### config.mk
export PLATFORM = sky130hd
export DESIGN_NAME = rtc_bcd_serial
export DESIGN_NICKNAME = d
export VERILOG_FILES = /design/src/rtl/rtc_bcd_pkg.sv /design/src/rtl/rtc_ser_port.sv /design/src/rtl/rtc_timekeeper.sv /design/src/rtl/rtc_scratch_ram.sv /design/src/rtl/rtc_bcd_serial.sv
export SDC_FILE = /design/constraint.sdc
export NUM_CORES = 1
export LEC_CHECK = 0
export CORE_AREA = 4 4 206 158
export DETAILED_ROUTE_END_ITERATION = 12
export DIE_AREA = 0 0 210 162
export GPL_TIMING_DRIVEN = 1
export PLACE_DENSITY = 0.7
export SLEW_MARGIN = 25
export SYNTH_ARGS = -nofsm -noshare
export SYNTH_HDL_FRONTEND = slang
export SYNTH_SLANG_ARGS = --single-unit
### constraint.sdc
create_clock -name clk -period 5.6 [get_ports clk]
set_clock_uncertainty 0.2 [all_clocks]
set_input_delay 1.68 -clock clk [delete_from_list [all_inputs] [get_ports clk]]
set_output_delay 1.68 -clock clk [all_outputs]
set_load 0.01 [all_outputs]
### src/rtl/rtc_bcd_pkg.sv
package rtc_bcd_pkg;
  localparam int ADDR_W = 6;

  localparam logic [ADDR_W-1:0] A_SEC     = 6'h00;
  localparam logic [ADDR_W-1:0] A_MIN     = 6'h01;
  localparam logic [ADDR_W-1:0] A_HOUR    = 6'h02;
  localparam logic [ADDR_W-1:0] A_DATE    = 6'h03;
  localparam logic [ADDR_W-1:0] A_MONTH   = 6'h04;
  localparam logic [ADDR_W-1:0] A_WDAY    = 6'h05;
  localparam logic [ADDR_W-1:0] A_YEAR    = 6'h06;
  localparam logic [ADDR_W-1:0] A_CTRL    = 6'h07;
  localparam logic [ADDR_W-1:0] A_CHARGE  = 6'h08;
  localparam logic [ADDR_W-1:0] A_BURST   = 6'h1F;

  typedef enum logic [1:0] {PH_CMD, PH_WR, PH_RD, PH_SKIP} ser_phase_e;

  // Increment a packed two-digit BCD byte (no range wrap).
  function automatic logic [7:0] bcd_inc(input logic [7:0] v);
    if (v[3:0] == 4'd9) return {v[7:4] + 4'd1, 4'd0};
    else                return {v[7:4], v[3:0] + 4'd1};
  endfunction

  // Last day of a BCD month; year multiple of four counts as leap.
  function automatic logic [7:0] month_last(input logic [7:0] mon, input logic [7:0] yr);
    logic [6:0] yb;
    yb = 7'(yr[7:4]) * 7'd10 + 7'(yr[3:0]);
    case (mon)
      8'h02:                      return (yb[1:0] == 2'b00) ? 8'h29 : 8'h28;
      8'h04, 8'h06, 8'h09, 8'h11: return 8'h30;
      default:                    return 8'h31;
    endcase
  endfunction
endpackage

### src/rtl/rtc_ser_port.sv
module rtc_ser_port
  import rtc_bcd_pkg::*;
(
  input  logic              clk,
  input  logic              rst,
  input  logic              ce,
  input  logic              sclk,
  input  logic              din,
  input  logic [7:0]        rdata,
  output logic [ADDR_W-1:0] rd_addr,
  output logic              wr_en,
  output logic [ADDR_W-1:0] wr_addr,
  output logic [7:0]        wr_data,
  output logic              dout,
  output logic              dout_en
);
  localparam int BURST_N = 8;
  localparam int IDX_W   = $clog2(BURST_N);

  ser_phase_e        phase;
  logic              sclk_q;
  logic [2:0]        bitcnt;
  logic [7:0]        shreg;
  logic [7:0]        byte_q;
  logic [ADDR_W-1:0] addr_q;
  logic              burst_q;
  logic [IDX_W-1:0]  idx;
  logic              rise, fall;
  logic [7:0]        in_byte;
  logic [ADDR_W-1:0] cur_addr;

  assign rise     = ce && sclk && !sclk_q;
  assign fall     = ce && !sclk && sclk_q;
  assign in_byte  = {din, shreg[7:1]};
  assign cur_addr = burst_q ? ADDR_W'(idx) : addr_q;
  assign rd_addr  = cur_addr;

  always_ff @(posedge clk) begin
    if (rst) begin
      phase   <= PH_CMD;
      sclk_q  <= 1'b0;
      bitcnt  <= '0;
      shreg   <= '0;
      byte_q  <= '0;
      addr_q  <= '0;
      burst_q <= 1'b0;
      idx     <= '0;
      wr_en   <= 1'b0;
      wr_addr <= '0;
      wr_data <= '0;
      dout    <= 1'b0;
      dout_en <= 1'b0;
    end else begin
      sclk_q <= sclk;
      wr_en  <= 1'b0;
      if (!ce) begin
        phase   <= PH_CMD;
        bitcnt  <= '0;
        dout    <= 1'b0;
        dout_en <= 1'b0;
      end else begin
        if (rise) begin
          shreg  <= in_byte;
          bitcnt <= bitcnt + 3'd1;
          if (bitcnt == 3'd7) begin
            unique case (phase)
              PH_CMD: begin
                idx     <= '0;
                addr_q  <= in_byte[6:1];
                burst_q <= (in_byte[6:1] == A_BURST);
                if (!in_byte[7])     phase <= PH_SKIP;
                else if (in_byte[0]) phase <= PH_RD;
                else                 phase <= PH_WR;
              end
              PH_WR: begin
                wr_en   <= 1'b1;
                wr_addr <= cur_addr;
                wr_data <= in_byte;
                idx     <= idx + 1'b1;
                if (!burst_q || idx == IDX_W'(BURST_N - 1)) phase <= PH_SKIP;
              end
              PH_RD:   if (burst_q) idx <= idx + 1'b1;
              PH_SKIP: ;
            endcase
          end
        end
        if (fall && phase == PH_RD) begin
          dout_en <= 1'b1;
          if (bitcnt == 3'd0) begin
            byte_q <= rdata;
            dout   <= rdata[0];
          end else begin
            dout   <= byte_q[bitcnt];
          end
        end
      end
    end
  end
endmodule

### src/rtl/rtc_timekeeper.sv
module rtc_timekeeper
  import rtc_bcd_pkg::*;
(
  input  logic              clk,
  input  logic              rst,
  input  logic              tick,
  input  logic              wr_en,
  input  logic [ADDR_W-1:0] wr_addr,
  input  logic [7:0]        wr_data,
  input  logic [ADDR_W-1:0] rd_addr,
  output logic [7:0]        rd_byte,
  output logic              wp,
  output logic [7:0]        sec_q,
  output logic [7:0]        min_q,
  output logic              charge_en,
  output logic [3:0]        charge_sel
);
  logic [7:0] hour_q, date_q, mon_q, wday_q, year_q, chg_q;
  logic       wr_ok, time_wr;
  logic       c_sec, c_min, c_hour, c_date, c_mon;
  logic [7:0] n_sec, n_min, n_hour, n_date, n_mon, n_wday, n_year;

  assign wr_ok   = wr_en && (wr_addr == A_CTRL || !wp);
  assign time_wr = wr_ok && (wr_addr <= A_YEAR);

  always_comb begin
    c_sec  = (sec_q[6:0] == 7'h59);
    c_min  = c_sec  && (min_q  == 8'h59);
    c_hour = c_min  && (hour_q == 8'h23);
    c_date = c_hour && (date_q == month_last(mon_q, year_q));
    c_mon  = c_date && (mon_q  == 8'h12);
    n_sec  = {sec_q[7], c_sec ? 7'h00 : bcd_inc({1'b0, sec_q[6:0]})[6:0]};
    n_min  = c_sec  ? (c_min  ? 8'h00 : bcd_inc(min_q))  : min_q;
    n_hour = c_min  ? (c_hour ? 8'h00 : bcd_inc(hour_q)) : hour_q;
    n_date = c_hour ? (c_date ? 8'h01 : bcd_inc(date_q)) : date_q;
    n_mon  = c_date ? (c_mon  ? 8'h01 : bcd_inc(mon_q))  : mon_q;
    n_year = c_mon  ? ((year_q == 8'h99) ? 8'h00 : bcd_inc(year_q)) : year_q;
    n_wday = c_hour ? ((wday_q == 8'h07) ? 8'h01 : wday_q + 8'h01) : wday_q;
  end

  always_ff @(posedge clk) begin
    if (rst) begin
      sec_q  <= 8'h80;
      min_q  <= 8'h00;
      hour_q <= 8'h00;
      date_q <= 8'h01;
      mon_q  <= 8'h01;
      wday_q <= 8'h01;
      year_q <= 8'h00;
      wp     <= 1'b1;
      chg_q  <= 8'h00;
    end else begin
      if (wr_ok) begin
        case (wr_addr)
          A_SEC:    sec_q  <= wr_data;
          A_MIN:    min_q  <= {1'b0, wr_data[6:0]};
          A_HOUR:   hour_q <= {2'b0, wr_data[5:0]};
          A_DATE:   date_q <= {2'b0, wr_data[5:0]};
          A_MONTH:  mon_q  <= {3'b0, wr_data[4:0]};
          A_WDAY:   wday_q <= {5'b0, wr_data[2:0]};
          A_YEAR:   year_q <= wr_data;
          A_CTRL:   wp     <= wr_data[7];
          A_CHARGE: chg_q  <= wr_data;
          default: ;
        endcase
      end
      if (tick && !sec_q[7] && !time_wr) begin
        sec_q  <= n_sec;
        min_q  <= n_min;
        hour_q <= n_hour;
        date_q <= n_date;
        mon_q  <= n_mon;
        wday_q <= n_wday;
        year_q <= n_year;
      end
    end
  end

  always_ff @(posedge clk) begin
    if (rst) begin
      charge_en  <= 1'b0;
      charge_sel <= 4'h0;
    end else begin
      charge_en  <= (chg_q[7:4] == 4'hA);
      charge_sel <= (chg_q[7:4] == 4'hA) ? chg_q[3:0] : 4'h0;
    end
  end

  always_comb begin
    case (rd_addr)
      A_SEC:    rd_byte = sec_q;
      A_MIN:    rd_byte = min_q;
      A_HOUR:   rd_byte = hour_q;
      A_DATE:   rd_byte = date_q;
      A_MONTH:  rd_byte = mon_q;
      A_WDAY:   rd_byte = wday_q;
      A_YEAR:   rd_byte = year_q;
      A_CTRL:   rd_byte = {wp, 7'b0};
      A_CHARGE: rd_byte = chg_q;
      default:  rd_byte = 8'h00;
    endcase
  end
endmodule

### src/rtl/rtc_scratch_ram.sv
module rtc_scratch_ram #(
  parameter int DEPTH = 31,
  parameter int AW    = $clog2(DEPTH)
) (
  input  logic          clk,
  input  logic          we,
  input  logic [AW-1:0] waddr,
  input  logic [7:0]    wdata,
  input  logic [AW-1:0] raddr,
  output logic [7:0]    rdata
);
  logic [7:0] mem [DEPTH];

  always_ff @(posedge clk) begin
    if (we) mem[waddr] <= wdata;
    rdata <= mem[raddr];
  end
endmodule

### src/rtl/rtc_bcd_serial.sv
module rtc_bcd_serial
  import rtc_bcd_pkg::*;
#(
  parameter int RAM_DEPTH = 31
) (
  input  logic       clk,
  input  logic       rst,
  input  logic       tick_1hz,
  input  logic       ser_ce,
  input  logic       ser_clk,
  input  logic       ser_din,
  output logic       ser_dout,
  output logic       ser_dout_en,
  output logic       charge_en,
  output logic [3:0] charge_sel
);
  localparam int RAM_AW = (RAM_DEPTH > 1) ? $clog2(RAM_DEPTH) : 1;

  logic [ADDR_W-1:0] rd_addr, wr_addr;
  logic              wr_en, wp;
  logic [7:0]        wr_data, tk_byte, ram_q, rdata;
  logic [7:0]        sec_q, min_q;
  logic              ram_wr_hit, ram_rd_hit, ram_sel_q;

  assign ram_wr_hit = wr_addr[5] && (int'(wr_addr[4:0]) < RAM_DEPTH);
  assign ram_rd_hit = rd_addr[5] && (int'(rd_addr[4:0]) < RAM_DEPTH);
  assign rdata      = ram_sel_q ? ram_q : tk_byte;

  always_ff @(posedge clk) begin
    if (rst) ram_sel_q <= 1'b0;
    else     ram_sel_q <= ram_rd_hit;
  end

  rtc_ser_port u_port (
    .clk     (clk),
    .rst     (rst),
    .ce      (ser_ce),
    .sclk    (ser_clk),
    .din     (ser_din),
    .rdata   (rdata),
    .rd_addr (rd_addr),
    .wr_en   (wr_en),
    .wr_addr (wr_addr),
    .wr_data (wr_data),
    .dout    (ser_dout),
    .dout_en (ser_dout_en)
  );

  rtc_timekeeper u_time (
    .clk        (clk),
    .rst        (rst),
    .tick       (tick_1hz),
    .wr_en      (wr_en),
    .wr_addr    (wr_addr),
    .wr_data    (wr_data),
    .rd_addr    (rd_addr),
    .rd_byte    (tk_byte),
    .wp         (wp),
    .sec_q      (sec_q),
    .min_q      (min_q),
    .charge_en  (charge_en),
    .charge_sel (charge_sel)
  );

  rtc_scratch_ram #(.DEPTH(RAM_DEPTH), .AW(RAM_AW)) u_ram (
    .clk   (clk),
    .we    (wr_en && !wp && ram_wr_hit),
    .waddr (wr_addr[RAM_AW-1:0]),
    .wdata (wr_data),
    .raddr (rd_addr[RAM_AW-1:0]),
    .rdata (ram_q)
  );
endmodule

# [Word level (Yosys, flattened, before mapping)]
# Memories as Yosys holds them, arrays and structs flattened. A register that Yosys moved wholly into a read port is not among the register bits.
# Index checks and enable logic that the tools add are counted.
[op_classes] addsub=16 n_mul=1 magnitude_cmp=4 eq_ne=53 mux=57 n_bitwise=5 reduce_logical=66
[ops] op="8-bit two-way mux" count=36
[ops] op="8-bit one-hot mux with 9 select lines" count=1
[ops] op="6-bit by 3-bit equality test with 1-bit output (second input constant)" count=8
[ops] op="4-bit by 1-bit adder with 4-bit output (second input constant)" count=11
[ops] op="7-bit two-way mux" count=5
[ops] op="4-bit AND reduction" count=8
[ops] op="4-bit equality test (second input constant)" count=7
[ops] op="3-bit AND reduction" count=9
[ops] op="6-bit by 2-bit equality test with 1-bit output (second input constant)" count=4
[ops] op="8-bit by 3-bit equality test with 1-bit output (second input constant)" count=3
[ops] op="3-bit by 1-bit != test with 1-bit output (second input constant)" count=6
[ops] op="2-bit nonzero test" count=9
[ops] op="1-bit logical AND" count=17
[ops] op="8-bit by 5-bit equality test with 1-bit output (second input constant)" count=2
[ops] op="8-bit one-hot mux with 2 select lines" count=1
[ops] op="2-bit by 1-bit != test with 1-bit output (second input constant)" count=7
[ops] op="6-bit by 1-bit equality test with 1-bit output (second input constant)" count=2
[ops] op="6-bit by 4-bit equality test with 1-bit output (second input constant)" count=2
[ops] op="6-bit logical NOT" count=2
[ops] op="5-bit < comparator (second input constant)" count=2
[ops] op="3-bit by 1-bit adder with 3-bit output (second input constant)" count=3
[ops] op="3-bit one-hot mux with 3 select lines" count=1
[ops] op="8-bit by 1-bit adder with 8-bit output (second input constant)" count=1
[ops] op="8-bit by 2-bit equality test with 1-bit output (second input constant)" count=1
[ops] op="30 further kinds" count=54
[word_totals] ff_bits=120 mem_bits_rw=248 inputBits=6 out_inout_bits=7 wordCells=235 memories=1
[memory_table] memory="u_ram.mem" depth=31 width=8 rd=1 rd_ports_with_merged_regs=1 write_ports=1 line="rtc_scratch_ram.sv:12" rtl="logic [7:0] mem [DEPTH];"

# [Longest topological paths before layout]
# Gate-level depths: netlist (run 1).
[depth] word_depth=11 ltp_mapped=9 ltp_nobuf=8

# [Hierarchy]
# From an unflattened synthesis (run 1), not the netlist that was laid out.
[unflattened] cells_unflattened=1382 hier_area_um2=16963.8
[by_module_without_submodules] mod="rtc_scratch_ram" instances=1 cells_each=561 area_each_um2=10109.7 seq_area_each_um2=7607.3
[by_module_without_submodules] mod="rtc_timekeeper" instances=1 cells_each=583 area_each_um2=4635.7 seq_area_each_um2=1401.3
[by_module_without_submodules] mod="rtc_ser_port" instances=1 cells_each=222 area_each_um2=2028.2 seq_area_each_um2=960.9
[by_module_without_submodules] mod="rtc_bcd_serial" instances=1 cells_each=16 area_each_um2=190.2 seq_area_each_um2=20.0

# [Worst setup path after synthesis (run 1)]
# OpenSTA, ideal clock, no wires.
[synth_timing] path_kind="input port to flip-flop" start="in tick_1hz" end="reg u_time.wday_q[5]" setup_time_ns=0.072 t_arrival_ns=3.419 t_required_ns=5.328 setup_slack_ns=1.909 cell_stages=8 n_path_buf=2 cell_sequence="nor2b_1 o31a_1 clkbuf_1 nand3_1 a21o_1 buf_6 or4_1 a21oi_1"
[synth_between] elab_chain_len=4 word_cells_on_any_way=7 classes_between="1 x eq/ne; 1 x mux; 5 x reduce/logical"
[synth_rtl] item="from (decl)" line="rtc_bcd_serial.sv:8" rtl="input logic tick_1hz,"
[synth_rtl] item="1-bit logical AND * (2 in a row)" line="rtc_timekeeper.sv:67" rtl="if (tick && !sec_q[7] && !time_wr) begin"
[synth_rtl] item="2-bit by 1-bit != test with 1-bit output (no source line) / 2-bit nonzero test (equally long branches)"
[synth_rtl] item="3-bit AND reduction (no source line)"
[synth_rtl] item="to (signal assigned)" line="rtc_timekeeper.sv:60" rtl="A_WDAY: wday_q <= {5'b0, wr_data[2:0]};"
[synth_rtl] item="to (signal assigned)" line="rtc_timekeeper.sv:73" rtl="wday_q <= n_wday;"
[synth_rtl] item="to (decl)" line="rtc_timekeeper.sv:18" rtl="logic [7:0] hour_q, date_q, mon_q, wday_q, year_q, chg_q;"
# Every way passes the cells marked *; elsewhere a longest branch is shown, timed or not.
# A chain may end at the register's enable or synchronous reset.

# [Worst setup path after layout (run 1)]
[layout_timing] start="reg u_port.burst_q" end="reg u_ram.rdata[5], read port of u_ram.mem"
[layout_between] elab_chain_len=1
[layout_rtl] item="from (decl)" line="rtc_ser_port.sv:26" rtl="logic burst_q;"
[layout_rtl] item="from (signal assigned)" line="rtc_ser_port.sv:70" rtl="burst_q <= (in_byte[6:1] == A_BURST);"
[layout_rtl] item="6-bit two-way mux" line="rtc_ser_port.sv:35" rtl="assign cur_addr = burst_q ? ADDR_W'(idx) : addr_q;"
[layout_rtl] item="to (decl)" line="rtc_scratch_ram.sv:10" rtl="output logic [7:0] rdata"
# Every way passes these cells.

==> results.json, run 1 <==
{
  "max_cap_viol_count": 0,
  "synth_top_area_share_pct": 44.7,
  "finalHoldViolations": 0,
  "p_total_mw": 5.41,
  "wl_per_cell_um": 24.0,
  "antenna_found_initial": 0,
  "seq_area_frac_synth_pct": 60.0,
  "setup_viol": 0,
  "critical_path.max_fanout": 36,
  "dp_hpwl_mm": 27.8,
  "yosys.area.top_type": "edfxtp_1",
  "powerDensity_mw_per_mm2": 295,
  "first_iter_violations": 1425,
  "multi_input_area_mm2": 0.00629,
  "yosys_warnings": 0,
  "finalCriticalPeriod_ns": 3.79,
  "coreArea_mm2": 0.0307,
  "slew_headroom_pct": 31.2,
  "fillers": 2432,
  "finish.utilization_pct": 59.8,
  "wl_mm": 42.2,
  "setup_tns_ns": 0,
  "hp-class": "reg -> reg",
  "synthMuxAreaShare_pct": 9.61,
  "crit_type": "reg -> reg",
  "cts_buffer_depth": 3,
  "rrSetupSlack_ns": 1.81,
  "synthTopCellsByArea": "edfxtp_1 45%, dfxtp_1 15%, mux4_2 7.8%, nand2_1 2.9%, nor2_1 2.5%",
  "crit_path_start_kind": "register",
  "power.internal_mw": 4.35,
  "area_growth_pct": 10.2,
  "start_util_pct": 54.3,
  "grt_overflow": 0,
  "synth_edf_count": 248,
  "route.detailed.drc": 0,
  "power_leakage_nw": 6.16,
  "worst_hold_path.num_cells": 2,
  "cts_tree": "done",
  "clk_pin_slew_ns": 0.06,
  "io_buffers": 12,
  "post_cts_buffers": 0,
  "synth_xor_xnor_area_share_pct": 0.158,
  "ctsHoldBuffers": 0,
  "grt_pass1_wl_mm": 65.1,
  "fp-row-count": 56,
  "finalCritPeriodShare_pct": 67.6,
  "cts_resized": 0,
  "yosysUniqueCellTypes": 83,
  "die_w_um": 210,
  "min_from": "u_port.dout_en",
  "p_sw_share_pct": 19.6,
  "dieArea_mm2": 0.0340,
  "grt_pass1_vias": 10700,
  "place_congestion": 0.954,
  "synth_cells": 1323,
  "avgViaCountPerCell": 6.45,
  "seqCellArea_mm2": 0.00999,
  "synth_top_family_by_area": "simple AND/OR/NAND/NOR gates",
  "final_common_cell": "edfxtp_1",
  "slew_violations": 0,
  "antennaDiodeCount": 0,
  "synthFlopType": "edfxtp_1",
  "synthesis.area_mm2": 0.0167,
  "synthArstFlopShare_pct": 0,
  "r2r-start": "u_port.burst_q",
  "num_vias": 11300,
  "ant_nets": 0,
  "synth_compound_area_share_pct": 12.1,
  "layout.nets": 1361,
  "fmax_mhz": 264,
  "power_frac_clock_pct": 45.6,
  "synth-simple-area-share_pct": 13.3,
  "mostFrequentLayoutCells": "248 x edfxtp_1, 130 x nand2_1, 127 x dfxtp_1, 109 x nor2_1, 70 x a21oi_1",
  "ios": 13,
  "crit_path_end_kind": "register",
  "syn_area_per_cell_um2": 12.6,
  "clk_latency_ns": 0.54,
  "die_h_um": 162,
  "cts.sinks": 375,
  "regToRegEndpoint": "u_ram.rdata[5]",
  "crit_arrival_ns": 4.01,
  "max_slew.worst_pin.slew_ns": 1.03,
  "p_comb_share_pct": 0.5,
  "reg2reg_depth": 6,
  "power_switching_mw": 1.06,
  "grt_max_degree": 66,
  "layout-drive-gt1-share_pct": 12.0,
  "min_to": "u_port.dout_en",
  "cts_inserted_buffers": 37,
  "dr.pass1.iters": 6,
  "root_buffer": "clkbuf_16",
  "peakVddDrop_mv": 0.237,
  "worstPathRequired_ns": 5.82,
  "rsz0062_at_grt": "no",
  "power_frac_seq_pct": 53.9,
  "grt.total_usage_pct": 24.9,
  "cts_max_level": 2,
  "synth_fa_ha_area_share_pct": 2.33,
  "synth_nets": 1360,
  "status": "completed",
  "yosys_register_bits": 375,
  "cp-startpoint": "u_port.burst_q"
}
## routing by layer
metal / share of wire, % / vias up / global-route usage [%]
li1: - / 5129 / -
met1: 45 / 5581 / 40.1
met2: 42 / 566 / 34.4
met3: 11 / 64 / 5.68
met4: 1.9 / 0 / 6.20
met5: 0 / - / 0
## synthesized netlist by cell type, types with 5 or more instances
library cell,instances
a211oi_1,12
a21o_1,6
a21oi_1,70
a22o_1,6
a22oi_1,29
a311oi_1,14
a32o_1,10
a32oi_1,8
and2_1,12
and3_1,15
buf_1,8
buf_2,18
clkbuf_1,41
dfxtp_1,127
edfxtp_1,248
ha_1,31
inv_1,28
mux2i_1,25
mux4_2,58
nand2_1,130
nand2b_1,14
nand3_1,51
nand3b_1,10
nand4_1,8
nor2_1,110
nor2b_1,13
nor3_1,17
nor3b_1,11
nor4_1,5
o211ai_1,17
o21a_1,9
o21ai_0,46
o31ai_1,11
o32ai_1,6
or3_1,8
or4_1,6
## state kept, by name, summed over array words and instances (netlist names), 4 cells and up
name,count
u_ram.mem,248
u_port.byte_q,8
u_port.wr_data,8
u_ram.rdata,8
u_time.chg_q,8
u_time.date_q,8
u_time.hour_q,8
u_time.min_q,8
u_time.mon_q,8
u_time.sec_q,8
u_time.wday_q,8
u_time.year_q,8
u_port.shreg,7
u_port.addr_q,6
u_port.wr_addr,6
u_time.charge_sel,4
## logic make-up (layout without fill, tap and decap cells)
family                     after synthesis  in the layout
adders and majority gates               31             31
AOI/OAI and AO/OA                      287            287
DFF                                    375            375
muxes                                   87             87
and+or+nand+nor                        441            441
buffers and inverters                   99            129
xor gates and xnor gates                 3              3
## critical path: stages (launching register included)
cell,delay (ns)
dfxtp_1,0.79
mux2_2,0.87
buf_4,0.61
mux4_2,0.40
a22oi_1,0.30
nand3_1,0.26
o21a_1,0.21
## per-stage QoR
stage | cells | hold WS [ns] | setup WS [ns] | area [um2]
final | 1759 | 0.262 | 1.81 | 18400
after global routing | 1759 | 0.278 | 1.64 | 18400
after CTS | 1759 | 0.268 | 1.86 | 18300
after detailed placement | 1691 | 0.258 | 1.33 | 17200
after global placement | 1691 | 0.236 | 1.38 | 17200
after floorplan | 1323 | 0.244 | 1.91 | 16700
## final cells by class
| cell class | instances | share of cell area (%) |
|---|---|---|
| sequential | 375 | 54.4 |
| clock inverter | 19 | 0.913 |
| clock buffer | 49 | 5.57 |
| inverter | 29 | 0.593 |
| tap | 406 | 2.77 |
| multi-input combinational | 849 | 34.2 |
| timing repair buffer | 32 | 1.51 |
## power by group through the flow
stage	logic, mW	registers (mW)	clock network (mW)
2_1_floorplan	0.0179	2.98	0
3_3_place_gp	0.0283	2.98	0
3_5_place_dp	0.0288	2.98	0
4_1_cts	0.0290	2.92	2.51
5_1_grt	0.0314	2.91	2.63
6_report	0.0294	2.92	2.46
## how the worst max path moves through the flow
stage	to	slack, ns	depth (start not counted)
CTS	u_ram.rdata[4]	1.86	6
global route	u_port.wr_addr[4]	1.64	6
detailed placement	u_time.wday_q[6]	1.33	7
finish	u_ram.rdata[5]	1.81	6
floorplan	u_time.wday_q[5]	1.91	8
global placement	u_time.wday_q[7]	1.38	7
Note: power is estimated with default switching activity, not from simulation.
==> run 2: changes to the inputs <==
clock period = 3.8 ns   (was 5.6 ns; I/O delays follow)
==> results.json, run 2 (synthesis results as in run 1) <==
{
  "status": "completed",
  "seqCellArea_mm2": 0.00999,
  "grt_pass1_wl_mm": 66.5,
  "cts.sinks": 375,
  "critical_path.max_fanout": 22,
  "route.detailed.drc": 0,
  "cp_cell_sequence": "or3_4, o31ai_4, nand3_1, a21o_1, or4_1, a21oi_1",
  "cts_tree": "done",
  "first_iter_violations": 1478,
  "antennaDiodeCount": 0,
  "grt_max_degree": 52,
  "top_register": "u_ram.mem",
  "root_buffer": "clkbuf_16",
  "cts_max_level": 2,
  "multi_input_area_mm2": 0.00627,
  "ant_nets": 0,
  "powerDensity_mw_per_mm2": 425,
  "rsz0062_at_grt": "no",
  "finalCriticalPeriod_ns": 3.22,
  "peakVddDrop_mv": 0.269,
  "dp_hpwl_mm": 29.3,
  "start_util_pct": 54.3,
  "crit_path_start_kind": "register",
  "avgViaCountPerCell": 6.48,
  "antenna_found_initial": 2,
  "cp-startpoint": "u_port.wr_addr[5]",
  "r2r-start": "u_port.wr_addr[5]",
  "die_w_um": 210,
  "critPathTopFamily": "compound AO/OA/AOI/OAI gates",
  "place_congestion": 0.947,
  "setup_viol": 0,
  "ctsHoldBuffers": 0,
  "mostFrequentLayoutCells": "248 x edfxtp_1, 130 x nand2_1, 127 x dfxtp_1, 110 x nor2_1, 70 x a21oi_1",
  "crit_type": "reg -> reg",
  "grt_overflow": 0,
  "clk_latency_ns": 0.53,
  "wl_mm": 43.7,
  "fp-row-count": 56,
  "path_buf_inv": 0,
  "hold_slack_ns": 0.258,
  "slew_headroom_pct": 24.3,
  "ios": 13,
  "io_buffers": 12,
  "fmax_mhz": 311,
  "largest_reg_flops": 248,
  "max_slew.worst_pin.slew_ns": 1.13,
  "die_h_um": 162,
  "crit_path_end_kind": "register",
  "fillers": 2423,
  "max_cap_viol_count": 0,
  "crit_slowest_cell": "o31ai_4",
  "grt.total_usage_pct": 25.4,
  "layout.nets": 1387,
  "dr.pass1.iters": 5,
  "slew_violations": 0,
  "worst_path_largest_cell_delay_ns": 0.76,
  "min_from": "u_port.dout_en",
  "finalHoldViolations": 0,
  "finalCritPeriodShare_pct": 84.7,
  "hp-class": "reg -> reg",
  "crit_arrival_ns": 3.46,
  "setup_tns_ns": 0,
  "clk_pin_slew_ns": 0.06,
  "final_common_cell": "edfxtp_1",
  "layout-drive-gt1-share_pct": 13.5,
  "area_growth_pct": 11.1,
  "cts_resized": 0,
  "worstPathRequired_ns": 4.05,
  "num_vias": 11600,
  "cts_inserted_buffers": 37,
  "power_leakage_nw": 6.25,
  "post_cts_buffers": 0,
  "cts_buffer_depth": 3,
  "dieArea_mm2": 0.0340,
  "coreArea_mm2": 0.0307,
  "wl_per_cell_um": 24.5,
  "grt_pass1_vias": 10900
}
==> run 2: cell types whose count changed in the layout (fill, tap and decap cells not counted), moves of 2 or more <==
cell        delta
buf_4         +25
clkinv_1       +4
clkinvlp_4     +2
clkinvlp_2     +2
clkbuf_1       -6
clkinv_2       -4
clkbuf_16      -2
==> run 2: area by class of cell <==
type	count	area share, %
sequential	375	54.0
clock buffer	40	5.07
timing repair buffer	58	2.62
multi-input combinational	849	33.9
tap	406	2.75
inverter	29	0.588
clock inverter	25	1.11
==> run 2: per-layer routing <==
metal / up-vias / global-route usage [%] / wire length (um)
li1: 5160 / - / -
met1: 5739 / 39.4 / 19500
met2: 587 / 35.8 / 18300
met3: 66 / 7.63 / 5080
met4: 2 / 5.48 / 743
met5: - / 0 / 17
==> run 2: worst register-to-register path, stage by stage (launching register included) <==
cell and delay [ns]:
dfxtp_1 0.43, or3_4 0.47, o31ai_4 0.76, nand3_1 0.26
a21o_1 0.35, or4_1 0.51, a21oi_1 0.15
==> run 2: path summary, 6_finish.rpt <==
path,depth (start not counted),endpoint,slack [ns]
max,6,u_time.hour_q[6],0.58
min,2,u_port.dout_en,0.26
max reg2reg,6,u_time.hour_q[6],0.58
min reg2reg,2,u_port.dout_en,0.26
==> run 2: where the power goes <==
part	total [mW]	switching [mW]	internal, mW
Sequential	4.30	0.00265	4.29
Clock	3.52	1.53	1.99
Combinational	0.0476	0.0351	0.0125
Total	7.87	1.57	6.30
==> run 2: metrics by stage <==
step,utilization (%),cell area (um2),worst slack [ns],instances,total power [mW]
2_1_floorplan,-,16700,0.649,1323,4.41
3_3_place_gp,56.6,17400,0.191,1717,4.43
3_5_place_dp,56.6,17400,0.137,1717,4.43
4_1_cts,60.3,18500,0.653,1782,7.92
5_1_grt,60.3,18500,0.422,1782,8.08
6_report,60.3,18500,0.581,1782,7.87
